--- config.mk ---
export PLATFORM = sky130hd
export DESIGN_NAME = uart_rxq
export DESIGN_NICKNAME = d
export VERILOG_FILES = /design/src/rtl/uart_rxq_pkg.sv /design/src/rtl/uart_rxq_store.sv /design/src/rtl/uart_rxq_ptr.sv /design/src/rtl/uart_rxq_ctrl.sv /design/src/rtl/uart_rxq.sv
export SDC_FILE = /design/constraint.sdc
export NUM_CORES = 1
export LEC_CHECK = 0
export ABC_AREA = 1
export BUFFER_PORTS_ARGS = -buffer_cell sky130_fd_sc_hd__buf_2
export CAP_MARGIN = 20
export CORE_MARGIN = 2
export CORE_UTILIZATION = 50
export DETAILED_ROUTE_END_ITERATION = 16
export HOLD_SLACK_MARGIN = 0.08
export MAX_ROUTING_LAYER = met4
export PLACE_DENSITY = 0.67
export SYNTH_ARGS = -nofsm -noshare
export SYNTH_HDL_FRONTEND = slang
export SYNTH_SLANG_ARGS = --single-unit
--- constraint.sdc ---
create_clock -name clk -period 3.48 [get_ports clk]
set_input_delay 0.522 -clock clk [delete_from_list [all_inputs] [get_ports clk]]
set_output_delay 0.522 -clock clk [all_outputs]
set_load 0.05 [all_outputs]
--- src/rtl/uart_rxq_pkg.sv ---
package uart_rxq_pkg;
    typedef enum logic [1:0] {
        Q_EMPTY = 2'd0,
        Q_PART  = 2'd1,
        Q_FULL  = 2'd2
    } occ_e;

    // receive-level trigger is fixed
    localparam int RX_TRIG = 1;
    // position of the break flag inside the error field
    localparam int BRK_POS = 2;
endpackage

--- src/rtl/uart_rxq_store.sv ---
module uart_rxq_store #(
    parameter int DEPTH = 16,
    parameter int W     = 12,
    localparam int PTR_W = $clog2(DEPTH)
) (
    input  logic             clk,
    input  logic             rst_n,
    input  logic             wr_en,
    input  logic [PTR_W-1:0] wr_slot,
    input  logic [W-1:0]     wr_entry,
    input  logic [PTR_W-1:0] rd_pos,
    output logic [W-1:0]     rd_entry
);
    logic [W-1:0] slot_q [DEPTH];

    always_ff @(posedge clk or negedge rst_n) begin
        if (!rst_n) begin
            for (int i = 0; i < DEPTH; i++) slot_q[i] <= '0;
        end else if (wr_en) begin
            slot_q[wr_slot] <= wr_entry;
        end
    end

    assign rd_entry = slot_q[rd_pos];
endmodule

--- src/rtl/uart_rxq_ptr.sv ---
module uart_rxq_ptr #(
    parameter int DEPTH = 16,
    localparam int PTR_W = $clog2(DEPTH),
    localparam int CNT_W = $clog2(DEPTH + 1)
) (
    input  logic             clk,
    input  logic             rst_n,
    input  logic             flush,
    input  logic             push_ok,
    input  logic             pop_ok,
    output logic [PTR_W-1:0] rd_pos,
    output logic [CNT_W-1:0] cnt,
    output logic [PTR_W-1:0] wr_slot
);
    // modulo-DEPTH wrap relies on DEPTH being a power of two
    assign wr_slot = rd_pos + cnt[PTR_W-1:0];

    always_ff @(posedge clk or negedge rst_n) begin
        if (!rst_n) begin
            rd_pos <= '0;
            cnt    <= '0;
        end else if (flush) begin
            rd_pos <= '0;
            cnt    <= '0;
        end else begin
            if (pop_ok) rd_pos <= rd_pos + PTR_W'(1);
            unique case ({push_ok, pop_ok})
                2'b10:   cnt <= cnt + CNT_W'(1);
                2'b01:   cnt <= cnt - CNT_W'(1);
                default: cnt <= cnt;
            endcase
        end
    end
endmodule

--- src/rtl/uart_rxq_ctrl.sv ---
module uart_rxq_ctrl
    import uart_rxq_pkg::*;
#(
    parameter int DEPTH = 16,
    parameter int ERR_W = 4,
    localparam int CNT_W = $clog2(DEPTH + 1)
) (
    input  logic             clk,
    input  logic             rst_n,
    input  logic             fen_wr,
    input  logic             fen_wdata,
    input  logic             push_req,
    input  logic             pop,
    input  logic [CNT_W-1:0] cnt,
    input  logic [ERR_W-1:0] head_err,
    output logic             flush,
    output logic             push_ok,
    output logic             pop_ok,
    output logic             rx_ready,
    output logic             full,
    output logic             empty,
    output logic             irq,
    output logic [ERR_W-1:0] status,
    output logic             ovr
);
    localparam logic [CNT_W-1:0] CAP_QUEUE = CNT_W'(DEPTH);
    localparam logic [CNT_W-1:0] CAP_ONE   = CNT_W'(1);
    localparam logic [CNT_W-1:0] TRIG      = CNT_W'(RX_TRIG);

    logic             fen_q;
    logic [CNT_W-1:0] cap;
    occ_e             st_q, st_d;

    assign cap      = fen_q ? CAP_QUEUE : CAP_ONE;
    assign rx_ready = (cnt < cap);
    assign flush    = fen_wr && (fen_wdata != fen_q);
    assign push_ok  = push_req && rx_ready && !flush;
    assign pop_ok   = pop && (cnt != '0) && !flush;

    always_ff @(posedge clk or negedge rst_n) begin
        if (!rst_n)      fen_q <= 1'b0;
        else if (fen_wr) fen_q <= fen_wdata;
    end

    // state register
    always_ff @(posedge clk or negedge rst_n) begin
        if (!rst_n) st_q <= Q_EMPTY;
        else        st_q <= st_d;
    end

    // next state
    always_comb begin
        st_d = st_q;
        if (flush) begin
            st_d = Q_EMPTY;                                    // flush
        end else begin
            unique case (st_q)
                Q_EMPTY: if (push_ok)                          // fill
                    st_d = (cap == CAP_ONE) ? Q_FULL : Q_PART;
                Q_PART: begin
                    if (push_ok && !pop_ok && (cnt + CNT_W'(1) == cap))
                        st_d = Q_FULL;                         // top-up
                    else if (pop_ok && !push_ok && (cnt == CNT_W'(1)))
                        st_d = Q_EMPTY;                        // drain
                end
                Q_FULL: if (pop_ok && !push_ok)                // unload
                    st_d = (cap == CAP_ONE) ? Q_EMPTY : Q_PART;
                default: st_d = Q_EMPTY;
            endcase
        end
    end

    // flag outputs decoded from the state
    always_comb begin
        full  = (st_q == Q_FULL);
        empty = (st_q == Q_EMPTY);
    end

    // registered outputs: interrupt level, status latch, overrun pulse
    always_ff @(posedge clk or negedge rst_n) begin
        if (!rst_n) begin
            irq    <= 1'b0;
            status <= '0;
            ovr    <= 1'b0;
        end else begin
            ovr <= push_req && !rx_ready && !flush;
            if (pop) status <= head_err;
            if (flush)
                irq <= 1'b0;
            else if (push_ok && !pop_ok && (cnt + CNT_W'(1) == TRIG))
                irq <= 1'b1;
            else if (pop_ok && !push_ok && (cnt == TRIG))
                irq <= 1'b0;
        end
    end
endmodule

--- src/rtl/uart_rxq.sv ---
module uart_rxq
    import uart_rxq_pkg::*;
#(
    parameter int DEPTH  = 16,
    parameter int DATA_W = 8,
    parameter int ERR_W  = 4,
    localparam int ENT_W = DATA_W + ERR_W,
    localparam int PTR_W = $clog2(DEPTH),
    localparam int CNT_W = $clog2(DEPTH + 1)
) (
    input  logic              clk,
    input  logic              rst_n,
    input  logic              fen_wr,
    input  logic              fen_wdata,
    input  logic              push_valid,
    input  logic [DATA_W-1:0] push_data,
    input  logic [ERR_W-1:0]  push_err,
    input  logic              brk_event,
    input  logic              pop,
    output logic [ENT_W-1:0]  rd_entry,
    output logic [ERR_W-1:0]  status,
    output logic              rx_ready,
    output logic              full,
    output logic              empty,
    output logic              irq,
    output logic              ovr
);
    localparam logic [ENT_W-1:0] BRK_ENTRY = {ERR_W'(1 << BRK_POS), DATA_W'(0)};

    logic             push_req, push_ok, pop_ok, flush;
    logic [ENT_W-1:0] wr_entry;
    logic [PTR_W-1:0] rd_pos, wr_slot;
    logic [CNT_W-1:0] cnt;

    assign push_req = push_valid || brk_event;
    assign wr_entry = brk_event ? BRK_ENTRY : {push_err, push_data};

    uart_rxq_store #(.DEPTH(DEPTH), .W(ENT_W)) u_store (
        .clk(clk), .rst_n(rst_n), .wr_en(push_ok), .wr_slot(wr_slot),
        .wr_entry(wr_entry), .rd_pos(rd_pos), .rd_entry(rd_entry)
    );

    uart_rxq_ptr #(.DEPTH(DEPTH)) u_ptr (
        .clk(clk), .rst_n(rst_n), .flush(flush), .push_ok(push_ok),
        .pop_ok(pop_ok), .rd_pos(rd_pos), .cnt(cnt), .wr_slot(wr_slot)
    );

    uart_rxq_ctrl #(.DEPTH(DEPTH), .ERR_W(ERR_W)) u_ctrl (
        .clk(clk), .rst_n(rst_n), .fen_wr(fen_wr), .fen_wdata(fen_wdata),
        .push_req(push_req), .pop(pop), .cnt(cnt),
        .head_err(rd_entry[ENT_W-1:DATA_W]), .flush(flush),
        .push_ok(push_ok), .pop_ok(pop_ok), .rx_ready(rx_ready),
        .full(full), .empty(empty), .irq(irq), .status(status), .ovr(ovr)
    );
endmodule

[After elaboration in Yosys (flattened, before gate mapping)]
Index checks and enable logic that the tools add are counted.
Word-level totals
  bits in registers: 210
  logic and storage cells: 92
Cells by class
  $add $sub $neg: 4
  order comparisons: 4
  equal/unequal tests: 12
  multiplexer cells: 23
  bitwise logic cells: 2
  reduce and logical (&&, ||, !) cells: 24
Operators by type and width (number)
  $bwmux W192: 1
  $bmux W12 S4: 1
  $demux W12 S4: 1
  $mux W12: 4
  $eq A5 B1 Y1 const B: 3
  $logic_and A1 B1 Y1: 13
  $mux W2: 6
  $ge A5 B5 Y1 const B: 2
  $mux W5: 2
  $not A4 Y5: 2
  $pmux W5 S2: 1
  $mux W4: 2
  $ne A3 B1 Y1 const B: 2
  $pmux W2 S3: 1
  $reduce_bool A3 Y1: 2
  $add A5 B1 Y5 const B: 1
  $eq A5 B5 Y1: 1
  $lt A5 B1 Y1 const B: 1
  $lt A5 B5 Y1: 1
  $reduce_bool A5 Y1: 1
  $sub A5 B1 Y5 const B: 1
  $add A4 B1 Y4 const B: 1
  $add A4 B4 Y4: 1
  $eq A2 B1 Y1 const B: 2
  other kinds (9): 16

[Longest topological paths before layout]
  depth in word-level cells: 11
  mapped depth: 15
  mapped depth without buffers: 14

[Modules after synthesis]
Synthesis repeated with hierarchy kept, for this count alone.
Unflattened totals
  cells, all modules: 1472
  area, all modules: 10812.9 um^2
Modules (own cells, without submodules)
  uart_rxq_store: instances 1, cells each 1243, area each 9232.6 um^2, seq. area each 4804.6 um^2
  uart_rxq_ctrl: instances 1, cells each 109, area each 748.2 um^2, seq. area each 225.2 um^2
  uart_rxq_ptr: instances 1, cells each 92, area each 719.4 um^2, seq. area each 225.2 um^2
  uart_rxq: instances 1, cells each 28, area each 112.6 um^2, seq. area each 0.0 um^2

[Worst setup path after synthesis]
Ideal clock, no wire load.
  path type: flip-flop to output port
  start point: register u_ptr.rd_pos[0]
  end point: output port rd_entry[3]
  data arrival time: 2.533 ns
  required time: 2.958 ns
  setup slack: 0.425 ns
  cell stages (with the launch flop): 9
  path through: dfrtp_1 -> buf_2 -> clkinv_1 -> clkbuf_1 -> clkbuf_1 -> o21ai_0 -> o211ai_1 -> o21ai_0 -> o21ai_0
On the way
  longest elaborated chain between the ends: 4
Ends and longest elaborated chain
  start, declared: line uart_rxq_ptr.sv:11  | output logic [PTR_W-1:0] rd_pos,
  start signal, assigned: line uart_rxq_ptr.sv:26  | if (pop_ok) rd_pos <= rd_pos + PTR_W'(1);
  $not A4 Y5 (not written as such): line uart_rxq_store.sv:24  | assign rd_entry = slot_q[rd_pos];
  $bmux W12 S4: line uart_rxq_store.sv:24
  $mux W12 (not written as such) (2 in series): line uart_rxq_store.sv:24
  end, declared: line uart_rxq.sv:20  | output logic [ENT_W-1:0] rd_entry,
No other way between the ends. The select of a mux whose other input is x is not followed.

[Worst setup path in the final report]
  start point: register u_ptr.rd_pos[1]
  end point: output port rd_entry[3]
The elaborated chain is that of the path after synthesis.

==> run summary <==
RUN STATUS
-------------------------------------------------------------------------------------------------
Run status ......................................................................... finished clean

LAYOUT
-------------------------------------------------------------------------------------------------
Area growth syn-to-layout ..........................................................        11.6%
Most frequent cells in the layout .................................................. nand2_1, dfrtp_1, o21ai_0
Count of inserted antenna diode cells ..............................................            0
Number of nets in the layout .......................................................         1238
Area occupied by registers ......................................................... 0.00526 mm^2
Most frequent standard cell in the layout excluding fill and tap cells .............      nand2_1
Number of fill cells ...............................................................         1797
Share of layout cells above drive strength 1 .......................................        0.110
Area of the multi-input gates ...................................................... 0.00427 mm^2

CLOCK TREE
-------------------------------------------------------------------------------------------------
Skew-Pair Late Insertion Delay .....................................................      0.51 ns
Clock input transition at the sequential cells of the worst setup and hold paths ...      0.06 ns
CTS Root Buffer Type ...............................................................    clkbuf_16
CTS tree ...........................................................................        built
Post_cts resized ...................................................................            0
Number of buffers added by the clock tree synthesis step ...........................           24
CTS max path bufs ..................................................................            3
Setup repair bufs after CTS ........................................................            0
Count of H-tree levels built during CTS ............................................            1
Num Clock Sinks ....................................................................          210
Number of hold buffers added after CTS .............................................            0

PWR
-------------------------------------------------------------------------------------------------
Areal power density over the cells .................................................  980 mW/mm^2
Pleak ..............................................................................      5.08 nW
Maximum vdd ir drop ................................................................   0.000700 V
Tot Pwr ............................................................................      11.0 mW

SYNTH
-------------------------------------------------------------------------------------------------
Mean cell area of the mapped netlist ...............................................    8.34 um^2
Mapped Cells .......................................................................         1206
Flop and latch count out of synthesis ..............................................          210
Post-Syn Area ......................................................................  0.0101 mm^2
Number of distinct library cell variants in the gate-level netlist after synthesis .           37
Portion of the post-synthesis area used by sequential elements .....................        0.523
Syn nets ...........................................................................         1239
Number of warnings reported in the yosys synthesis log .............................            0

ROUTE
-------------------------------------------------------------------------------------------------
Sum of routed wire length over all layers ..........................................     26500 um
Post-route DRC .....................................................................            0
Initial drt markers ................................................................          719
Via count of the routed design .....................................................         8364
Total iterations of the first detailed-routing run .................................            5
Routed wire per std cell ...........................................................      17.8 um
Routed via count divided by cell count .............................................         5.62
Number of nets with antenna violations after detailed routing ......................            0

SETUP PATH
-------------------------------------------------------------------------------------------------
Arrival time worst endpoint ........................................................      2.80 ns
Type of origin of the critical path ................................................     register
Sort of element at the end of the critical path .................................... primary output
Chain of cells forming the critical path ........................................... inv_2 > buf_4 > o21ai_0 > o211ai_1 > o21ai_0 > o21ai_0 > buf_2
Most Frequent Cell on Critical Path ................................................      o21ai_0
Crit Path Max Fanout ...............................................................           24
Setup CP Type ...................................................................... register to primary output
Peak per-stage delay on the critical path ..........................................      0.40 ns
Critical path data required time ...................................................      2.96 ns
Cell with the largest stage delay on the worst path ................................      o21ai_0
Worst-case reg-to-reg path depth ...................................................            8
Number of buffers and inverters on the critical path ...............................            3
Crit path depth ....................................................................            7
Cell family contributing the most delay on the critical path ....................... buffers and inverters

DIE
-------------------------------------------------------------------------------------------------
Y dimension of the die .............................................................       146 um
Total Die Area .....................................................................  0.0213 mm^2
Initial Utilization ................................................................        0.513
I/O pin count ......................................................................           40
Number of rows in the core area ....................................................           51
Core box area ......................................................................  0.0196 mm^2
Die outline width ..................................................................       146 um

PLACEMENT
-------------------------------------------------------------------------------------------------
Detailed Place HPWL ................................................................     15500 um
Port bufs ..........................................................................           39
GPL Wtd Cong .......................................................................        0.867

GLOBAL ROUTE
-------------------------------------------------------------------------------------------------
GRT Overall Usage ..................................................................        0.259
Initial antenna violation count ....................................................            0
Via count of the first global-routing pass .........................................         7790
Global-route wire length before repair .............................................     43000 um
GRT overflow .......................................................................            0
Largest net degree at the start of global routing ..................................           98

STA
-------------------------------------------------------------------------------------------------
Unrepaired setup endpoints after global routing ....................................           no
Post-route clock period utilization ................................................        0.956
Fin Hold WS ........................................................................    0.0925 ns
Max_slew headroom ..................................................................        0.455
Pins Over Slew Limit ...............................................................            0
Pin slew with the least headroom to its limit ......................................     0.817 ns
Fin Clk Skew .......................................................................   0.00684 ns
Setup Total Neg Slack ..............................................................         0 ns
Final Critical Period ..............................................................      3.33 ns
Count of endpoints failing hold in the final timing report .........................            0
Maximum achievable frequency .......................................................    0.301 GHz
Number of failing setup endpoints in the final timing report .......................            0

JOB
-------------------------------------------------------------------------------------------------
MaxCap Viol Count ..................................................................            0

MIN PATH
-------------------------------------------------------------------------------------------------
Worst hold-check path type ......................................................... input pin to asynchronous set/reset pin

metal layers:
metal  GRT usage  vias up  wire, um
li1            -     4049         -
met1       0.366     3987     12200
met2       0.390      272     11900
met3      0.0382       56      1640
met4      0.0735        0       686
met5           -        -         0
registers in the layout (all words and copies together) (netlist names):
register,flops
u_ctrl.status,4
u_ptr.cnt,5
u_ptr.rd_pos,4
u_store.slot_q,192
u_ctrl.irq,1
u_ctrl.ovr,1
u_ctrl.fen_q,1
u_ctrl.st_q,2
area by class of cell:
cell class	count	share of cell area
clock buffers	34	0.0659
clock inverters	10	0.00936
inverters	36	0.0120
multi-input cells	873	0.380
flip-flops and latches	210	0.469
well taps	265	0.0295
repair buffers	60	0.0344
final timing paths:
path,end,start,slack [ns]
min in group clk,u_ctrl.fen_q$_DFFE_PN0P_,fen_wr,0.23
worst min-delay path,u_store.slot_q[140]$_DFFE_PN0P_,rst_n,0.09
worst max register to register,u_store.slot_q[65]$_DFFE_PN0P_,u_ptr.rd_pos[2]$_DFFE_PN0P_,0.59
worst max-delay path,rd_entry[3],u_ptr.rd_pos[1]$_DFFE_PN0P_,0.15
worst min register to register,u_store.slot_q[64]$_DFFE_PN0P_,u_store.slot_q[64]$_DFFE_PN0P_,0.47
max in group asynchronous,u_store.slot_q[37]$_DFFE_PN0P_,rst_n,2.61
through the flow:
step	setup WS, ns	std cells	instance area, um^2	util
after detailed placement	0.656	1443	10400	0.529
final	0.155	1488	11200	0.573
after floorplan	0.425	1206	10100	-
after global routing	0.0182	1488	11200	0.573
after global placement	0.714	1443	10400	0.529
after CTS	0.173	1487	11200	0.573
cells in the mapped netlist:
| cell | count | area [um^2] |
|---|---|---|
| buf_4 | 10 | 75.1 |
| o21ai_0 | 175 | 876 |
| fa_1 | 1 | 20.0 |
| nor3b_1 | 1 | 7.51 |
| nand4_1 | 4 | 25.0 |
| xor2_2 | 1 | 16.3 |
| o21ai_1 | 128 | 641 |
| o31ai_1 | 1 | 7.51 |
| buf_1 | 4 | 15.0 |
| inv_2 | 2 | 7.51 |
| ha_1 | 13 | 163 |
| a21oi_1 | 25 | 125 |
| clkinv_1 | 1 | 3.75 |
| nor3_1 | 14 | 70.1 |
| nand2_2 | 3 | 18.8 |
| o211ai_1 | 20 | 150 |
| nand3_2 | 5 | 50.1 |
| nor2_4 | 4 | 45.0 |
| dfrtp_1 | 210 | 5260 |
| a31oi_1 | 1 | 6.26 |
| buf_2 | 19 | 95.1 |
| nand3_4 | 8 | 140 |
| xnor2_1 | 2 | 17.5 |
| nor4_1 | 1 | 6.26 |
| buf_8 | 1 | 15.0 |
| inv_1 | 33 | 124 |
| clkbuf_1 | 53 | 199 |
| a31o_2 | 1 | 8.76 |
| nand2_1 | 269 | 1010 |
| nor2_8 | 1 | 20.0 |
| nor2_2 | 2 | 12.5 |
| and2_1 | 1 | 6.26 |
| or2_2 | 1 | 6.26 |
| o22ai_1 | 19 | 119 |
| xor2_1 | 4 | 35.0 |
| nor2_1 | 140 | 526 |
| nand3_1 | 28 | 140 |
where the power goes:
part | switching (mW) | leakage, nW | total [mW] | internal [mW]
sequential | 0.545 | 2.83 | 3.94 | 3.40
combinational | 3.04 | 1.83 | 4.42 | 1.38
clock | 1.01 | 0.419 | 2.64 | 1.62
total | 4.60 | 5.08 | 11.0 | 6.40
cell families after synthesis:
logic type	share of synthesized area
and+or+nand+nor	0.207
AOI/OAI and AO/OA	0.192
DFF	0.523
buffers and inverters	0.0531
adders and majority gates	0.0182
xor gates and xnor gates	0.00684
Power figures use the tool's default switching activity.
